===== config.mk =====
export PLATFORM = sky130hd
export DESIGN_NAME = miss_order_queue
export DESIGN_NICKNAME = d
export VERILOG_FILES = /design/src/rtl/mq_pkg.sv /design/src/rtl/mq_store.sv /design/src/rtl/mq_head_fsm.sv /design/src/rtl/miss_order_queue.sv
export SDC_FILE = /design/constraint.sdc
export NUM_CORES = 1
export LEC_CHECK = 0
export BUFFER_PORTS_ARGS = -buffer_cell sky130_fd_sc_hd__buf_2
export CAP_MARGIN = 5
export CELL_PAD_IN_SITES_DETAIL_PLACEMENT = 1
export CELL_PAD_IN_SITES_GLOBAL_PLACEMENT = 1
export CORE_MARGIN = 2
export CORE_UTILIZATION = 48
export CTS_BUF_LIST = sky130_fd_sc_hd__clkbuf_2 sky130_fd_sc_hd__clkbuf_4 sky130_fd_sc_hd__clkbuf_8
export DETAILED_ROUTE_END_ITERATION = 16
export PLACE_DENSITY = 0.95
export SYNTH_ARGS = -nofsm -noshare
export SYNTH_HDL_FRONTEND = slang
export SYNTH_HIERARCHICAL = 1
export SYNTH_SLANG_ARGS = --single-unit

===== constraint.sdc =====
create_clock -name clk -period 16.45 [get_ports clk]
set_input_delay 3.29 -clock clk [delete_from_list [all_inputs] [get_ports clk]]
set_output_delay 3.29 -clock clk [all_outputs]
set_load 0.02 [all_outputs]

===== src/rtl/mq_pkg.sv =====
package mq_pkg;

    // Head-of-queue controller states
    typedef enum logic [1:0] {
        S_IDLE   = 2'd0,
        S_LOOKUP = 2'd1,
        S_WAIT   = 2'd2,
        S_RETIRE = 2'd3
    } head_state_e;

    // Byte offset bits inside one 64-byte block
    localparam int BLK_OFF_W = 6;

endpackage


===== src/rtl/mq_store.sv =====
module mq_store #(
    parameter int DEPTH = 9,
    parameter int AW    = 16
) (
    input  logic          clk,
    input  logic          rst_n,
    input  logic          push,
    input  logic [AW-1:0] push_addr,
    input  logic          push_pf,
    input  logic          pop,
    output logic [AW-1:0] head_addr,
    output logic          head_pf,
    output logic          empty,
    output logic          full,
    output logic          more
);
    localparam int PW = (DEPTH > 1) ? $clog2(DEPTH) : 1;
    localparam int CW = $clog2(DEPTH + 1);
    localparam logic [PW-1:0] LAST = PW'(DEPTH - 1);

    logic [AW-1:0] slot_addr [DEPTH];
    logic          slot_pf   [DEPTH];
    logic [PW-1:0] wr_ptr, rd_ptr;
    logic [CW-1:0] count;
    logic          push_ok;

    assign push_ok = push && !full;

    // Entry storage: no reset needed, validity tracked by count
    always_ff @(posedge clk) begin
        if (push_ok) begin
            slot_addr[wr_ptr] <= push_addr;
            slot_pf[wr_ptr]   <= push_pf;
        end
    end

    // Pointers wrap at DEPTH, which need not be a power of two
    always_ff @(posedge clk) begin
        if (!rst_n) begin
            wr_ptr <= '0;
            rd_ptr <= '0;
        end else begin
            if (push_ok) wr_ptr <= (wr_ptr == LAST) ? '0 : wr_ptr + PW'(1);
            if (pop)     rd_ptr <= (rd_ptr == LAST) ? '0 : rd_ptr + PW'(1);
        end
    end

    always_ff @(posedge clk) begin
        if (!rst_n) begin
            count <= '0;
        end else begin
            unique case ({push_ok, pop})
                2'b10:   count <= count + CW'(1);
                2'b01:   count <= count - CW'(1);
                default: count <= count;
            endcase
        end
    end

    assign head_addr = slot_addr[rd_ptr];
    assign head_pf   = slot_pf[rd_ptr];
    assign empty     = (count == '0);
    assign full      = (count == CW'(DEPTH));
    assign more      = (count > CW'(1));

    a_r11_no_overflow: assert property (@(posedge clk) disable iff (!rst_n)
        count <= CW'(DEPTH));
    a_r11_full_drops: assert property (@(posedge clk) disable iff (!rst_n)
        (full && push && !pop) |=> $stable(count));
    a_r12_swap_keeps: assert property (@(posedge clk) disable iff (!rst_n)
        (push_ok && pop) |=> $stable(count));
    a_r2_pop_needs_entry: assert property (@(posedge clk) disable iff (!rst_n)
        pop |-> !empty);

endmodule


===== src/rtl/mq_head_fsm.sv =====
module mq_head_fsm
    import mq_pkg::*;
#(
    parameter int AW   = 16,
    parameter int DW   = 64,
    parameter int OFFW = BLK_OFF_W
) (
    input  logic           clk,
    input  logic           rst_n,
    input  logic           q_empty,
    input  logic           q_more,
    input  logic [AW-1:0]  head_addr,
    input  logic           head_pf,
    input  logic           l2_rsp_valid,
    input  logic           l2_rsp_hit,
    input  logic [DW-1:0]  l2_rsp_data,
    input  logic           fill_valid,
    input  logic [AW-OFFW-1:0] fill_blk,
    input  logic [DW-1:0]  fill_data,
    output logic           pop,
    output logic           l2_req_valid,
    output logic [AW-1:0]  l2_req_addr,
    output logic           mem_req_valid,
    output logic [AW-1:0]  mem_req_addr,
    output logic           mem_req_pf,
    output logic           ld_valid,
    output logic [DW-1:0]  ld_data,
    output logic           retire_valid,
    output logic           retire_pf,
    output logic [AW-1:0]  retire_addr
);
    head_state_e state, nxt;

    logic          fill_match;
    logic          answered;
    logic          miss_to_mem;
    logic [DW-1:0] data_q;
    logic          mreq_q, mreq_pf_q;
    logic [AW-1:0] mreq_addr_q;

    assign fill_match  = fill_valid && (fill_blk == head_addr[AW-1:OFFW]);
    assign answered    = (state == S_LOOKUP) && l2_rsp_valid;
    // prefetch misses always go out; a load miss is satisfied by a racing fill
    assign miss_to_mem = answered && !l2_rsp_hit && (head_pf || !fill_match);

    // Next-state selection
    always_comb begin
        nxt = state;
        unique case (state)
            S_IDLE:   nxt = q_empty ? S_IDLE : S_LOOKUP;                  // START
            S_LOOKUP: begin
                if (!l2_rsp_valid)                           nxt = S_LOOKUP;
                else if (head_pf || l2_rsp_hit || fill_match) nxt = S_RETIRE; // HIT_OR_PF / RACE_FILL
                else                                         nxt = S_WAIT;   // LOAD_MISS
            end
            S_WAIT:   nxt = fill_match ? S_RETIRE : S_WAIT;               // FILL
            S_RETIRE: nxt = q_more ? S_LOOKUP : S_IDLE;                   // NEXT / DRAIN
            default:  nxt = S_IDLE;
        endcase
    end

    // State register
    always_ff @(posedge clk) begin
        if (!rst_n) state <= S_IDLE;
        else        state <= nxt;
    end

    // Load data capture from a hit response or from the block fill
    always_ff @(posedge clk) begin
        if (answered && !head_pf) begin
            data_q <= l2_rsp_hit ? l2_rsp_data : fill_data;
        end else if ((state == S_WAIT) && fill_match) begin
            data_q <= fill_data;
        end
    end

    // Memory request: one registered pulse per miss sent out
    always_ff @(posedge clk) begin
        if (!rst_n) begin
            mreq_q      <= 1'b0;
            mreq_pf_q   <= 1'b0;
            mreq_addr_q <= '0;
        end else begin
            mreq_q <= miss_to_mem;
            if (miss_to_mem) begin
                mreq_pf_q   <= head_pf;
                mreq_addr_q <= {head_addr[AW-1:OFFW], {OFFW{1'b0}}};
            end
        end
    end

    // Outputs decoded from the state register
    always_comb begin
        l2_req_valid  = 1'b0;
        retire_valid  = 1'b0;
        retire_pf     = 1'b0;
        ld_valid      = 1'b0;
        pop           = 1'b0;
        unique case (state)
            S_IDLE:   ;
            S_LOOKUP: l2_req_valid = 1'b1;
            S_WAIT:   ;
            S_RETIRE: begin
                retire_valid = 1'b1;
                retire_pf    = head_pf;
                ld_valid     = !head_pf;
                pop          = 1'b1;
            end
            default:  ;
        endcase
        l2_req_addr   = head_addr;
        retire_addr   = head_addr;
        ld_data       = data_q;
        mem_req_valid = mreq_q;
        mem_req_pf    = mreq_pf_q;
        mem_req_addr  = mreq_addr_q;
    end

    a_r4_pf_retires_next: assert property (@(posedge clk) disable iff (!rst_n)
        (answered && head_pf) |=> (retire_valid && retire_pf));
    a_r6_pf_miss_sent: assert property (@(posedge clk) disable iff (!rst_n)
        (answered && head_pf && !l2_rsp_hit) |=> (mem_req_valid && mem_req_pf));
    a_r7_load_miss_sent: assert property (@(posedge clk) disable iff (!rst_n)
        (answered && !head_pf && !l2_rsp_hit && !fill_match) |=> (mem_req_valid && !mem_req_pf));
    a_r3_wait_blocks: assert property (@(posedge clk) disable iff (!rst_n)
        ((state == S_WAIT) && !fill_match) |=> !retire_valid);
    a_r8_fill_resumes: assert property (@(posedge clk) disable iff (!rst_n)
        ((state == S_WAIT) && fill_match) |=> (ld_valid && ld_data == $past(fill_data)));
    a_r9_race_fill: assert property (@(posedge clk) disable iff (!rst_n)
        (answered && !head_pf && !l2_rsp_hit && fill_match) |=> (ld_valid && !mem_req_valid));
    a_r10_hit_data: assert property (@(posedge clk) disable iff (!rst_n)
        (answered && !head_pf && l2_rsp_hit) |=> (ld_valid && ld_data == $past(l2_rsp_data)));
    a_r5_pf_no_data: assert property (@(posedge clk) disable iff (!rst_n)
        retire_pf |-> !ld_valid);

endmodule


===== src/rtl/miss_order_queue.sv =====
module miss_order_queue
    import mq_pkg::*;
#(
    parameter int DEPTH = 9,
    parameter int AW    = 16,
    parameter int DW    = 64
) (
    input  logic                    clk,
    input  logic                    rst_n,
    input  logic                    enq_valid,
    input  logic [AW-1:0]           enq_addr,
    input  logic                    enq_pf,
    output logic                    full,
    output logic                    l2_req_valid,
    output logic [AW-1:0]           l2_req_addr,
    input  logic                    l2_rsp_valid,
    input  logic                    l2_rsp_hit,
    input  logic [DW-1:0]           l2_rsp_data,
    output logic                    mem_req_valid,
    output logic [AW-1:0]           mem_req_addr,
    output logic                    mem_req_pf,
    input  logic                    fill_valid,
    input  logic [AW-BLK_OFF_W-1:0] fill_blk,
    input  logic [DW-1:0]           fill_data,
    output logic                    ld_valid,
    output logic [DW-1:0]           ld_data,
    output logic                    retire_valid,
    output logic                    retire_pf,
    output logic [AW-1:0]           retire_addr
);
    logic [AW-1:0] head_addr;
    logic          head_pf;
    logic          q_empty, q_more, pop;

    mq_store #(
        .DEPTH (DEPTH),
        .AW    (AW)
    ) u_store (
        .clk       (clk),
        .rst_n     (rst_n),
        .push      (enq_valid),
        .push_addr (enq_addr),
        .push_pf   (enq_pf),
        .pop       (pop),
        .head_addr (head_addr),
        .head_pf   (head_pf),
        .empty     (q_empty),
        .full      (full),
        .more      (q_more)
    );

    mq_head_fsm #(
        .AW   (AW),
        .DW   (DW),
        .OFFW (BLK_OFF_W)
    ) u_head (
        .clk           (clk),
        .rst_n         (rst_n),
        .q_empty       (q_empty),
        .q_more        (q_more),
        .head_addr     (head_addr),
        .head_pf       (head_pf),
        .l2_rsp_valid  (l2_rsp_valid),
        .l2_rsp_hit    (l2_rsp_hit),
        .l2_rsp_data   (l2_rsp_data),
        .fill_valid    (fill_valid),
        .fill_blk      (fill_blk),
        .fill_data     (fill_data),
        .pop           (pop),
        .l2_req_valid  (l2_req_valid),
        .l2_req_addr   (l2_req_addr),
        .mem_req_valid (mem_req_valid),
        .mem_req_addr  (mem_req_addr),
        .mem_req_pf    (mem_req_pf),
        .ld_valid      (ld_valid),
        .ld_data       (ld_data),
        .retire_valid  (retire_valid),
        .retire_pf     (retire_pf),
        .retire_addr   (retire_addr)
    );

    a_r1_idle_after_reset: assert property (@(posedge clk)
        !rst_n |=> (!full && !retire_valid && !mem_req_valid));

endmodule


==> Yosys cells after proc, flatten, opt, wreduce, memory -nomap -nowiden <==
Memories as Yosys holds them, arrays and structs flattened. A register that Yosys moved wholly into a read port is not among the register bits.
Index checks and enable logic that the tools add are counted.
{ "word_totals": {"reg_bits": 90, "ram_bits": 153, "inputBits": 161, "output_inout_bits": 119, "wordCells": 64, "mem_count": 2} }
{ "classes": {"addsub": 4, "magnitude_cmp": 1, "eq_ne": 9, "mux": 22, "n_reduce_logical": 18} }
{ "memory_table": {"columns": ["memory", "words", "width", "rd", "rd_clocked_by_memory_dff", "write_ports", "line", "text"], "rows": [
  ["u_store.slot_addr", 9, 16, 1, 1, 1, "mq_store.sv:21", "logic [AW-1:0] slot_addr [DEPTH];"],
  ["u_store.slot_pf", 9, 1, 1, 1, 1, "mq_store.sv:22", "logic slot_pf [DEPTH];"]
]} }
{ "op_table": {"columns": ["op", "count"], "rows": [
  ["64-bit two-way mux", 3],
  ["4-bit two-way mux", 6],
  ["4-bit by 1-bit adder with 4-bit output, second input constant", 3],
  ["4-bit equality test, second input constant", 3],
  ["10-bit equality test", 1],
  ["1-bit two-way mux", 10],
  ["2-bit one-hot mux with 4 select lines", 1],
  ["4-bit one-hot mux with 2 select lines", 1],
  ["1-bit logical AND", 7],
  ["2-bit equality test, second input constant", 3],
  ["2-bit by 1-bit equality test with 1-bit output, second input constant", 2],
  ["4-bit by 1-bit > comparator with 1-bit output, second input constant", 1],
  ["1-bit logical NOT", 4],
  ["4-bit logical NOT", 1],
  ["2-bit nonzero test", 2],
  ["4-bit by 1-bit subtractor with 4-bit output, second input constant", 1],
  ["1-bit logical OR", 3],
  ["2-bit logical NOT", 1],
  ["2-bit two-way mux", 1]
]} }

==> Longest topological paths before layout <==
{ "depth": {"ltp_word": 6, "ltp_mapped": 13, "depth_no_buf": 9} }

==> Modules after synthesis <==
The synthesis kept the hierarchy.
{ "by_module_without_submodules": {"columns": ["module", "instances", "cells_each", "area_each_um2", "seq_area_each_um2"], "rows": [
  ["mq_store", 1, 411, 6835.3, 4914.7],
  ["mq_head_fsm", 1, 259, 3721.1, 2202.1]
]} }

==> Worst setup path before layout <==
Ideal clock, no wire load.
{ "synth_timing": {"path_type": "input-to-reg", "start": "input fill_blk[4]", "end": "register u_head.data_q[0] (netlist: u_head/ld_data[0]), enable pin", "setup_time_ps": 509, "arrival_time_ps": 7046, "t_required_ps": 15941, "setup_slack_ps": 8895, "path_stages": 4, "path_buffers": 0, "cell_sequence": "xor2_1 > nor4_1 > nand4_1 > o22ai_1"} }
{ "synth_between": {"elab_chain_cells": 4} }
{ "synth_lines": {"columns": ["element", "line", "text"], "rows": [
  ["from (decl)", "miss_order_queue.sv:23", "input logic [AW-BLK_OFF_W-1:0] fill_blk,"],
  ["10-bit equality test", "mq_head_fsm.sv:41", "assign fill_match = fill_valid && (fill_blk == head_addr[AW-1:OFFW]);"],
  ["1-bit logical AND", "mq_head_fsm.sv:41", null],
  ["1-bit logical AND", "mq_head_fsm.sv:72", "end else if ((state == S_WAIT) && fill_match) begin"],
  ["2-bit nonzero test (no source line)", null, null],
  ["to (signal assigned)", "mq_head_fsm.sv:71", "data_q <= l2_rsp_hit ? l2_rsp_data : fill_data;"],
  ["to (signal assigned)", "mq_head_fsm.sv:73", "data_q <= fill_data;"],
  ["to (decl)", "mq_head_fsm.sv:37", "logic [DW-1:0] data_q;"]
]} }
Every way passes these cells.
A chain may end at the register's enable or synchronous reset.

==> impl_metrics.yaml <==
status:
  status: "complete, no violations"
placement:
  io_buffer_count: 273
  hpwl_um: 19980
  placedCellCount: 1165
  gp_congestion: 0.8010
route:
  drc: 0
  first_iter_violations: 405
  first_pass_iters: 4
  num_vias: 6768
  wl_per_cell_um: 23.75
  wl_um: 29550
  final_antenna_net_count: 0
  via_per_inst: 5.441
die:
  fp-row-count: 54
  ios: 280
  die_height_um: 152.3
  start_util_pct: 48.67
  die_area_um2: 23200
  die_w_um: 152.3
  coreArea_um2: 21690
job:
  maxCapViolations: 0
synth:
  synth_top_cell_by_area: "edfxtp_1"
  ys_seq_area_share_pct: 67.42
  yosysWarnings: 6
  yosys-top-cells-area: "edfxtp_1 62%, mux2_2 8.5%, dfxtp_1 5.7%, mux2i_1 4.6%, buf_4 2.8%"
  async_reset_ff_share_pct: 0
  syn_avg_cell_area_um2: 15.76
  synth_cell_type_count: 50
  yosys.area.top_type_share_pct: 61.73
  synthCells: 670
  synth-edff-count: 217
  netlist_area_um2: 10560
  ys_ff_latch: 247
  synthFlopType: "edfxtp_1"
timing:
  finalHoldViolCount: 0
  setup_violations: 0
  finClkSkew_ns: 0.02716
  rsz0062_at_grt: "false"
  tns_ns: 0
  timing.final.crit_period_ns: 6.578
  report.final.slew_viol_count: 0
  worstMarginPinSlew_ns: 1.216
  max_freq_ghz: 0.1520
  slew-limit-headroom_pct: 18.93
  fin_crit_sh_pct: 39.99
min_path:
  worstHoldPathType: "register to register"
grt:
  antenna_found_initial: 8
  track_usage_pct: 25.24
  overflow: 0
  grt_pass1_vias: 7455
  grt_pass1_wl_um: 44470
  grt_max_degree: 69
finish:
  fin_nets: 1100
  fin_cells: 1244
  final_util_pct: 58.27
  drive_gt1_share_pct: 45.26
  layout_common_cells: "273 x buf_2, 217 x edfxtp_1, 80 x mux2_2"
  syn_to_final_growth_pct: 19.72
  final_common_cell: "buf_2"
pwr:
  leakage_nw: 4.804
  pwr_density_cell_nw_per_um2: 109.7
  peakVddDrop_v: 0.00005541
clock_network:
  cts_max_level: 2
  cts.sinks: 247
  cts_buffer_depth: 3
  post-cts-setup-buffers: 0
  cts_hold_buf: 0
  cts_tree: "built"
  clk-insertion-delay-late_ns: 0.53
  numCtsBuffers: 41
  cts-root-buf: "clkbuf_8"
  cts.clk_slew.worst_paths_ns: 0.06
  cts-resized-gates: 0
setup_path:
  start_kind: "register"
  critPathKind: "register to output pin"
  end_kind: "output pin"
  worst_ep_arrival_time_ns: 3.29
  path_max_fanout: 68
  critPathRequiredTime_ns: 13.16
==> registers in the layout, summed over array words and instances (netlist names), named ones only <==
| register | flops |
|---|---|
| u_store/slot_addr | 144 |
| u_head/ld_data | 64 |
| u_head/mem_req_addr | 10 |
| u_store/slot_pf | 9 |
| u_store/count | 4 |
| u_store/rd_ptr | 4 |
| u_store/wr_ptr | 4 |
| u_head/mem_req_pf | 1 |
| u_head/mem_req_valid | 1 |
| u_head/state | 1 |
==> power by group <==
part	internal [W]	switching, W	leakage [nW]
logic	0.0000553	0.0000819	2.15
clock network	0.000297	0.000237	0.441
registers	0.000704	0.0000121	2.21
==> area by class of cell <==
class / instances / area [um2]
diodes: 5 / 12.51
flip-flops and latches: 247 / 7121
multi-input cells: 351 / 2899
inverters: 9 / 33.78
clock inverters: 11 / 51.30
well taps: 280 / 350.3
fillers: 2170 / 9050
repair buffers: 278 / 1404
clock buffers: 63 / 767.0
==> synthesized netlist by cell type, drive strengths merged, types with 2 or more instances <==
library cell / number
a21boi: 6
a221o: 6
mux2: 98
inv: 9
edfxtp: 217
xor2: 9
nand2: 52
buf: 56
o22ai: 7
a21oi: 6
nor3: 2
and4b: 2
nand3: 2
nor2: 7
o211ai: 2
nand4: 2
mux2i: 48
a22oi: 11
xnor2: 3
and2: 14
o21ai: 25
ha: 11
clkbuf: 12
o221ai: 11
nand2b: 2
o21a: 2
nor2b: 4
dfxtp: 30
==> routing by layer <==
metal / vias up / wire length (um) / track usage (%)
li1: 3020 / - / -
met1: 3405 / 11020 / 29.93
met2: 282 / 15590 / 44.32
met3: 57 / 2195 / 6.940
met4: 4 / 719 / 8.856
met5: - / 25 / 0
==> stage by stage <==
step                total power (W)  hold slack, ns  area (um2)  setup WS (ns)
finish                     0.001387          0.4551       12640          9.872
global route               0.001438          0.4848       12630          9.622
CTS                        0.001401          0.4607       12630          9.846
detailed placement        0.0008652          0.4517       11810          10.44
global placement          0.0008564          0.4407       11810          10.59
floorplan                 0.0008189          0.4814       10580          8.895
==> final timing paths <==
kind | from | endpoint | slack (ns) | cells past startpoint
worst max-delay path | register | retire_pf | 9.87 | 6
worst min-delay path | u_head/mem_req_addr[15]$_SDFFE_PN0P_ | u_head/mem_req_addr[15]$_SDFFE_PN0P_ | 0.46 | 2
worst min register to register | u_head/mem_req_addr[15]$_SDFFE_PN0P_ | u_head/mem_req_addr[15]$_SDFFE_PN0P_ | 0.46 | 2
worst max register to register | register | u_head/ld_data[58]$_DFFE_PP_ | 11.75 | 9
==> cell families (layout without fill, tap and decap cells) <==
kind of cell	after synthesis	in the layout	share of synthesized area, %
mux	146	146	15.01
other cells	1	11	0.03552
compound gates	80	80	5.227
simple gates	96	96	4.516
buf+inv	77	361	5.500
xor+xnor	12	12	0.9957
flops	247	247	67.42
fa+ha+maj	11	11	1.304
==> worst max-delay path, stage by stage (launching register included) <==
cell	delay [ns]
dfxtp_4	1.03
mux2i_1	0.22
a22oi_1	0.26
o221ai_1	0.14
o21ai_1	0.61
and3_1	0.27
buf_2	0.17
No activity file was read; power rests on OpenSTA's default activity.
